`src/rtl/rx_pkg.sv`:
```
package rx_pkg;
  typedef enum logic [2:0] {
    ST_IDLE, ST_START, ST_DATA, ST_PAR, ST_STOP, ST_SKIP
  } rx_state_e;

  localparam logic ADDR_STAT = 1'b0;
  localparam logic ADDR_DATA = 1'b1;
  localparam int   FULL_BIT  = 0;
  localparam int   ERR_BASE  = 1;  // err[0] framing, err[1] parity
  localparam int   ERR_N     = 2;
endpackage

```
`src/rtl/rx_tick_gen.sv`:
```
module rx_tick_gen #(
  parameter int DIV = 3
) (
  input  logic clk_i,
  input  logic rst_ni,
  output logic tick_o
);
  localparam int CW = (DIV > 1) ? $clog2(DIV) : 1;
  logic [CW-1:0] cnt_q;

  assign tick_o = (cnt_q == CW'(DIV - 1));

  always_ff @(posedge clk_i or negedge rst_ni) begin
    if (!rst_ni)     cnt_q <= '0;
    else if (tick_o) cnt_q <= '0;
    else             cnt_q <= cnt_q + 1'b1;
  end
endmodule

```
`src/rtl/rx_sync.sv`:
```
module rx_sync #(
  parameter int STAGES = 2
) (
  input  logic clk_i,
  input  logic rst_ni,
  input  logic d_i,
  output logic q_o
);
  logic [STAGES-1:0] sr_q;

  always_ff @(posedge clk_i or negedge rst_ni) begin
    if (!rst_ni) sr_q <= '1;  // line idles high
    else         sr_q <= {sr_q[STAGES-2:0], d_i};
  end

  assign q_o = sr_q[STAGES-1];
endmodule

```
`src/rtl/rx_frame.sv`:
```
module rx_frame
  import rx_pkg::*;
#(
  parameter int DATA_BITS = 8,
  parameter int OSR       = 16
) (
  input  logic                 clk_i,
  input  logic                 rst_ni,
  input  logic                 tick_i,
  input  logic                 rx_i,
  input  logic                 run_i,     // receive enable
  input  logic                 accept_i,  // no error flag pending
  input  logic                 par_en_i,
  input  logic                 par_odd_i,
  input  logic                 two_stop_i,
  output logic                 busy_o,
  output logic                 done_o,
  output logic [DATA_BITS-1:0] char_o,
  output logic                 fer_o,
  output logic                 per_o
);
  localparam int HALF = OSR / 2;
  localparam int PH_W = $clog2(OSR) + 1;
  localparam int BC_W = $clog2(DATA_BITS + 1);

  rx_state_e            st_q;
  logic [PH_W-1:0]      ph_q;
  logic [BC_W-1:0]      bc_q;
  logic [DATA_BITS-1:0] sh_q;
  logic                 par_q, done_q, fer_q, per_q;
  logic                 bit_end;

  assign bit_end = (ph_q == PH_W'(OSR - 1));

  always_ff @(posedge clk_i or negedge rst_ni) begin
    if (!rst_ni) begin
      st_q   <= ST_IDLE;
      ph_q   <= '0;
      bc_q   <= '0;
      sh_q   <= '0;
      par_q  <= 1'b0;
      done_q <= 1'b0;
      fer_q  <= 1'b0;
      per_q  <= 1'b0;
    end else begin
      done_q <= 1'b0;
      if (!run_i) begin
        st_q <= ST_IDLE;
        ph_q <= '0;
      end else if (tick_i) begin
        unique case (st_q)
          ST_IDLE: if (accept_i && !rx_i) begin
            st_q <= ST_START;
            ph_q <= '0;
          end
          ST_START: begin
            if (ph_q == PH_W'(HALF - 1)) begin
              ph_q <= '0;
              bc_q <= '0;
              st_q <= rx_i ? ST_IDLE : ST_DATA;  // glitch rejected
            end else ph_q <= ph_q + 1'b1;
          end
          ST_DATA: begin
            if (bit_end) begin
              ph_q <= '0;
              sh_q <= {rx_i, sh_q[DATA_BITS-1:1]};
              bc_q <= bc_q + 1'b1;
              if (bc_q == BC_W'(DATA_BITS - 1))
                st_q <= par_en_i ? ST_PAR : ST_STOP;
            end else ph_q <= ph_q + 1'b1;
          end
          ST_PAR: begin
            if (bit_end) begin
              ph_q  <= '0;
              par_q <= rx_i;
              st_q  <= ST_STOP;
            end else ph_q <= ph_q + 1'b1;
          end
          ST_STOP: begin
            if (bit_end) begin
              ph_q   <= '0;
              done_q <= 1'b1;
              fer_q  <= !rx_i;
              per_q  <= par_en_i && ((^{sh_q, par_q}) != par_odd_i);
              st_q   <= two_stop_i ? ST_SKIP : ST_IDLE;
            end else ph_q <= ph_q + 1'b1;
          end
          ST_SKIP: begin
            // second stop bit is not checked: wait past its end
            if (ph_q == PH_W'(OSR + HALF - 1)) begin
              ph_q <= '0;
              st_q <= ST_IDLE;
            end else ph_q <= ph_q + 1'b1;
          end
          default: st_q <= ST_IDLE;
        endcase
      end
    end
  end

  assign busy_o = (st_q != ST_IDLE);
  assign done_o = done_q;
  assign char_o = sh_q;
  assign fer_o  = fer_q;
  assign per_o  = per_q;
endmodule

```
`src/rtl/rx_regs.sv`:
```
module rx_regs
  import rx_pkg::*;
#(
  parameter int DATA_BITS = 8,
  parameter int REG_W     = 8
) (
  input  logic                 clk_i,
  input  logic                 rst_ni,
  input  logic                 commit_i,
  input  logic [DATA_BITS-1:0] char_i,
  input  logic                 fer_i,
  input  logic                 per_i,
  input  logic                 addr_i,
  input  logic                 rd_i,
  input  logic                 wr_i,
  input  logic [REG_W-1:0]     wdata_i,
  output logic [REG_W-1:0]     rdata_o,
  output logic                 block_o,
  output logic                 full_o,
  output logic [ERR_N-1:0]     err_o,
  output logic [DATA_BITS-1:0] data_o
);
  logic [DATA_BITS-1:0] data_q;
  logic                 full_q;
  logic [ERR_N-1:0]     err_q, arm_q, err_set;
  logic                 stat_rd, stat_wr, data_rd;
  logic                 unused_wdata;

  assign stat_rd = rd_i && (addr_i == ADDR_STAT);
  assign stat_wr = wr_i && (addr_i == ADDR_STAT);
  assign data_rd = rd_i && (addr_i == ADDR_DATA);
  assign err_set = {per_i, fer_i} & {ERR_N{commit_i}};
  assign unused_wdata = ^{wdata_i[REG_W-1:ERR_BASE+ERR_N], wdata_i[FULL_BIT]};

  always_ff @(posedge clk_i or negedge rst_ni) begin
    if (!rst_ni) begin
      data_q <= '0;
      full_q <= 1'b0;
    end else begin
      if (commit_i) data_q <= char_i;
      if (commit_i && !fer_i && !per_i) full_q <= 1'b1;  // set wins
      else if (data_rd)                 full_q <= 1'b0;
    end
  end

  for (genvar i = 0; i < ERR_N; i++) begin : g_err
    logic clr;
    assign clr = stat_wr && arm_q[i] && !wdata_i[ERR_BASE+i];
    always_ff @(posedge clk_i or negedge rst_ni) begin
      if (!rst_ni) begin
        err_q[i] <= 1'b0;
        arm_q[i] <= 1'b0;
      end else begin
        if (err_set[i]) err_q[i] <= 1'b1;
        else if (clr)   err_q[i] <= 1'b0;
        if (clr)                        arm_q[i] <= 1'b0;
        else if (stat_rd && err_q[i])   arm_q[i] <= 1'b1;
      end
    end
  end

  assign rdata_o = (addr_i == ADDR_DATA) ? REG_W'(data_q)
                 : {{(REG_W-ERR_N-1){1'b0}}, err_q, full_q};
  assign block_o = |err_q;
  assign full_o  = full_q;
  assign err_o   = err_q;
  assign data_o  = data_q;
endmodule

```
`src/rtl/async_rx.sv`:
```
module async_rx
  import rx_pkg::*;
#(
  parameter int DATA_BITS = 8,
  parameter int OSR       = 16,
  parameter int TICK_DIV  = 3,
  parameter int REG_W     = 8
) (
  input  logic             clk_i,
  input  logic             rst_ni,
  input  logic             rx_en_i,
  input  logic             parity_en_i,
  input  logic             parity_odd_i,
  input  logic             two_stop_i,
  input  logic             rxd_i,
  input  logic             reg_addr_i,
  input  logic             reg_rd_i,
  input  logic             reg_wr_i,
  input  logic [REG_W-1:0] reg_wdata_i,
  output logic [REG_W-1:0] reg_rdata_o
);
  logic                 tick_w, rx_w, busy_w, commit_w, c_fer_w, c_per_w;
  logic                 block_w, full_w;
  logic [ERR_N-1:0]     err_w;
  logic [DATA_BITS-1:0] char_w, data_w;

  rx_tick_gen #(.DIV(TICK_DIV)) i_tick (
    .clk_i(clk_i), .rst_ni(rst_ni), .tick_o(tick_w)
  );

  rx_sync #(.STAGES(2)) i_sync (
    .clk_i(clk_i), .rst_ni(rst_ni), .d_i(rxd_i), .q_o(rx_w)
  );

  rx_frame #(.DATA_BITS(DATA_BITS), .OSR(OSR)) i_frame (
    .clk_i(clk_i), .rst_ni(rst_ni), .tick_i(tick_w), .rx_i(rx_w),
    .run_i(rx_en_i), .accept_i(!block_w), .par_en_i(parity_en_i),
    .par_odd_i(parity_odd_i), .two_stop_i(two_stop_i), .busy_o(busy_w),
    .done_o(commit_w), .char_o(char_w), .fer_o(c_fer_w), .per_o(c_per_w)
  );

  rx_regs #(.DATA_BITS(DATA_BITS), .REG_W(REG_W)) i_regs (
    .clk_i(clk_i), .rst_ni(rst_ni), .commit_i(commit_w), .char_i(char_w),
    .fer_i(c_fer_w), .per_i(c_per_w), .addr_i(reg_addr_i), .rd_i(reg_rd_i),
    .wr_i(reg_wr_i), .wdata_i(reg_wdata_i), .rdata_o(reg_rdata_o),
    .block_o(block_w), .full_o(full_w), .err_o(err_w), .data_o(data_w)
  );
endmodule

```
`config.mk`:
```
export PLATFORM = sky130hd
export DESIGN_NAME = async_rx
export DESIGN_NICKNAME = d
export VERILOG_FILES = /design/src/rtl/rx_pkg.sv /design/src/rtl/rx_tick_gen.sv /design/src/rtl/rx_sync.sv /design/src/rtl/rx_frame.sv /design/src/rtl/rx_regs.sv /design/src/rtl/async_rx.sv
export SDC_FILE = /design/constraint.sdc
export NUM_CORES = 1
export LEC_CHECK = 0
export CORE_MARGIN = 2
export CORE_UTILIZATION = 60
export CTS_CLUSTER_DIAMETER = 30
export DETAILED_ROUTE_END_ITERATION = 12
export GPL_ROUTABILITY_DRIVEN = 0
export PLACE_DENSITY = 0.85
export RECOVER_POWER = 100
export SLEW_MARGIN = 20
export SYNTH_ARGS = -nofsm -noshare
export SYNTH_HDL_FRONTEND = slang
export SYNTH_SLANG_ARGS = --single-unit
```
`constraint.sdc`:
```
create_clock -name clk_i -period 4 [get_ports clk_i]
set_input_delay 0.4 -clock clk_i [delete_from_list [all_inputs] [get_ports clk_i]]
set_output_delay 0.4 -clock clk_i [all_outputs]
set_load 0.01 [all_outputs]
```
### After elaboration in Yosys (flattened, before gate mapping)

Index checks and enable logic that the tools add are counted.

* register bits after elaboration: 41
* bits of input ports: 18
* logic and storage cells: 117

* $add $sub $neg: 3
* eq/ne operators: 22
* muxes and demuxes: 39
* bitwise logic cells: 2
* reduce and logical (&&, ||, !) cells: 35

Operators with widths (number)
* $mux W3: 11
* $mux W5: 6
* $ne A3 B2 Y1 const B: 7
* $pmux W5 S4: 1
* $pmux W3 S6: 1
* $mux W1: 14
* $logic_and A1 B1 Y1: 13
* $reduce_and A4 Y1: 3
* $reduce_bool A2 Y1: 6
* $reduce_xor A9 Y1: 1
* $mux W4: 2
* $mux W8: 1
* $pmux W4 S2: 1
* $reduce_and A8 Y1: 1
* $eq A3 B2 Y1 const B: 2
* $eq A3 B3 Y1 const B: 2
* $logic_not A1 Y1: 6
* $ne A2 B1 Y1 const B: 3
* $add A5 B1 Y5 const B: 1
* $eq A5 B3 Y1 const B: 1
* $eq A5 B4 Y1 const B: 1
* $eq A5 B5 Y1 const B: 1
* $ne A5 B2 Y1 const B: 1
* $reduce_and A5 Y1: 1
* 13 further kinds: 14

### Logic depth before layout (Yosys ltp)

* depth after elaboration: 7
* depth in mapped cells: 8
* gate-level depth less buffers: 8

### Cells and area by module

A second synthesis with hierarchy kept.

* cell total of the unflattened synthesis: 189
* area, all modules: 2184.6 um^2

Modules (own cells, without submodules)
* rx_frame: instances 1, cells an instance 138, area each 1465.2 um^2, seq. area each 600.6 um^2
* rx_regs: instances 1, cells an instance 43, area each 594.3 um^2, seq. area each 325.3 um^2
* rx_tick_gen: instances 1, cells an instance 5, area each 68.8 um^2, seq. area each 50.0 um^2
* rx_sync: instances 1, cells an instance 2, area each 52.6 um^2, seq. area each 52.6 um^2
* async_rx: instances 1, cells an instance 1, area each 3.8 um^2, seq. area each 0.0 um^2

### Least setup slack after synthesis

No wires, ideal clock.

* path type: register to register
* start point: reg i_frame.ph_q[0]
* end point: reg i_frame.bc_q[3]
* library setup time: 0.077 ns
* arrival: 1.846 ns
* data required time: 3.923 ns
* slack: 2.077 ns
* cell stages (with the launch flop): 8
* path through: dfrtp_1 ha_1 and3_1 ha_1 nand2_1 o32a_1 or4_1 a21oi_1

* longest elaborated chain between the ends: 3
* elaborated cells on any way between the ends: 5
* classes of those cells: eq/ne: 4; reduce/logical: 1

Ends and longest elaborated chain
* from (decl): line rx_frame.sv:27 `logic [PH_W-1:0] ph_q;`
* from (signal assigned): line rx_frame.sv:61 `end else ph_q <= ph_q + 1'b1;`
* from (signal assigned): line rx_frame.sv:70 `end else ph_q <= ph_q + 1'b1;`
* from (signal assigned): line rx_frame.sv:77 `end else ph_q <= ph_q + 1'b1;`
* $eq A5 B4 Y1 / $eq A5 B3 Y1 (equally long branches): line rx_frame.sv:33, rx_frame.sv:57
* $ne A2 B1 Y1 (no source line)
* $reduce_and A5 Y1 (no source line) *
* to (signal assigned): line rx_frame.sv:67 `bc_q <= bc_q + 1'b1;`
* to (decl): line rx_frame.sv:28 `logic [BC_W-1:0] bc_q;`

Every way passes the cells marked *; elsewhere a longest branch is shown, timed or not.
A chain may end at the register's enable or synchronous reset.

### Worst setup path after layout

* start point: in reg_addr_i
* end point: out reg_rdata_o[0]

* longest elaborated chain between the ends: 1

Ends and longest elaborated chain
* from (decl): line async_rx.sv:16 `input logic reg_addr_i,`
* $mux W8: line rx_regs.sv:62 `assign rdata_o = (addr_i == ADDR_DATA) ? REG_W'(data_q)`
* to (decl): line async_rx.sv:20 `output logic [REG_W-1:0] reg_rdata_o`

No other way between the ends.

==> run metrics <==
Net Sw Frac=21.5%; worst-path fanout max=11; DRT met1 WL=1780 microns; IO buf count=19; Routed wire per std cell=16.5 microns; insertion delay to the later sink of the worst-skew pair=0.34 ns; vias in the first global route=1570; CP most frequent cell=dlygate4sd3_1; CP arrival=2.17 ns; Net Count, Synth=220; P_leak=1.13 nW; Starting Density=64.3%; antenna cells=0; cell count after synthesis=197; slowest CP cell=dlygate4sd3_1; total global-route track usage=24.0%; Crit Path Category=input port to primary output; I/O pin count=26; delay-heaviest family, CP=buffers and inverters; count of final setup violators=0; commonest non-fill, non-tap cell in the layout=dfrtp_1; core area=3420 sq um; Peak VDD IR=0.212 mV; post-synthesis sequential area ratio=46.8%; Post-synth EDFFs=0; CP cell instances=dlygate4sd3_1 > mux2_2 > dlygate4sd3_1; CP required=3.60 ns; Max Transition Viols Final=42; fin crit period=2.57 ns; met2 wire length=2240 microns; via count=1612; root buffer cell=clkbuf_4; number of max-cap violations=1; Setup crit end kind=primary output; total gr overflow=0; first-pass GRT wire length=7510 microns; worst clock skew=0.00801 ns; WL final=4320 microns; die footprint=4160 sq um; most frequent cells in the layout=dfrtp_1 (39), mux2_2 (13), inv_1 (11), nand2_1 (10), o21ai_0 (10); hold buffers post-CTS=0; clock slew at reported path FFs=0.12 ns; Post-route DRC=0; library cells used by synthesis=48; status=finished, violations left; Post-synth ARST share=100%; Critical Path Start Type=input port; Netlist Area Pre-Place=2200 sq um; Clk pwr share=36.6%; P&R area growth vs syn=11.1%; CTS sink count=41; initial antenna violation count=0; drt first pass iters=4; Tcrit/Tclk final=64.2%; CTS tree=done; nets@finish=238; Relative slew margins=-38.8%; largest net degree at the start of global routing=42; Longest Clk Path Bufs=2; Synth Area per Inst=11.1 sq um; met3 wire len=232 microns; Setup TNS Final=0 ns; Finished Core Util=71.4%; cell row count=21; Worst Tran Pin Value=2.08 ns; share of layout cells above drive strength 1=12.5%; Yosys reg bits=41; top_reg_cell synth=dfrtp_1; CTS Buf Count=5; cell-internal power=563 uW; Max stage delay on crit path=0.78 ns; sequential power share=58.5%; final hold violations=0; Die X=64.5 microns; vias per inst=6.15; RSZ-0062 raised after global routing=no; Post-CTS Resized=0; reported net switching power=154 uW; Logic pwr share=4.9%; DRC marker count from the first detailed-route iteration=121; Synth Warn #=0; PwrDens=294 nW/um^2; Final HPWL DP=3160 microns; Setup Fix Bufs, Post-CTS=0; failing checks=capacitance limit, slew limit; Die Height=64.5 microns; uppermost routed layer=met4; WP buf/inv=2; fmax=0.389 GHz; H-Tree Depth=2; Worst Hold Class=flip-flop to flip-flop; Antenna Nets Post-Route=0
[worst reg2reg max path, cell delays in order (launching register included)]
cell and delay [ns]:
dfrtp_1 0.39, ha_1 0.22, and3_1 0.23, ha_1 0.28, nand2_1 0.13, or3_1 0.54, mux2_1 0.39
[per-layer routing]
metal | up-vias | track usage [%]
met5 | - | 0
met1 | 786 | 30.0
li1 | 746 | -
met3 | 7 | 6.25
met4 | 0 | 7.98
met2 | 73 | 40.6
[power groups by stage]
stage	sequential, mW	combinational, mW	clock [mW]
after CTS	0.420	0.0359	0.270
after global placement	0.428	0.0344	0
after global routing	0.421	0.0391	0.291
after detailed placement	0.428	0.0358	0
final	0.420	0.0348	0.263
after floorplan	0.426	0.0145	0
[cell usage after synthesis, drive strengths merged, types with 6 or more instances]
cell,count,area (sq um)
dfrtp,39,976
nand2b,6,37.5
nor2b,8,52.6
nand2,11,48.8
mux2,21,267
o21ai,10,50.1
nand3,6,30.0
xnor2,6,52.6
inv,11,41.3
[final timing paths]
check / end / slack, ns / start / cells past startpoint
max: reg_rdata_o[0] / 1.43 / reg_addr_i / 3
min in group asynchronous: i_regs.data_o[4]$_DFFE_PN0P_ / 0.64 / rst_ni / 1
max reg2reg: i_frame.char_o[5]$_DFFE_PN0P_ / 1.72 / i_frame.ph_q[0]$_DFFE_PN0P_ / 6
max in group asynchronous: i_frame.bc_q[1]$_DFFE_PN0P_ / 2.18 / rst_ni / 1
min reg2reg: i_sync.sr_q[1]$_DFF_PN1_ / 0.36 / i_sync.sr_q[0]$_DFF_PN1_ / 0
min: i_sync.sr_q[1]$_DFF_PN1_ / 0.36 / i_sync.sr_q[0]$_DFF_PN1_ / 0
[cell families after synthesis]
logic type,synth area share [%]
xor+xnor,4.22
flops,46.8
buf+inv,3.87
compound gates,12.1
fa+ha+maj,2.85
mux,14.4
simple gates,15.7
[area by class of cell]
cell class / count / area, sq um
multi-input cells: 137 / 1050
flip-flops and latches: 41 / 1030
fillers: 244 / 976
repair buffers: 19 / 184
well taps: 46 / 57.6
clock buffers: 6 / 41.3
inverters: 11 / 41.3
clock inverters: 2 / 35.0
[sequential cells by signal, indices dropped and copies added (netlist names), 3 cells and up]
signal,count
i_frame.bc_q,4
i_frame.char_o,8
i_frame.ph_q,5
i_frame.st_q,3
i_regs.data_o,8
[metrics by stage]
step	setup slack (ns)	total power, mW	area, sq um	instances	hold slack (ns)
2_1_floorplan	2.08	0.440	2200	197	0.104
3_3_place_gp	1.51	0.462	2390	254	0.348
3_5_place_dp	1.48	0.464	2390	254	0.349
4_1_cts	1.61	0.726	2470	262	0.172
5_1_grt	1.37	0.751	2440	262	0.364
6_report	1.43	0.717	2440	262	0.360
Note: power is estimated with default switching activity, not from simulation.
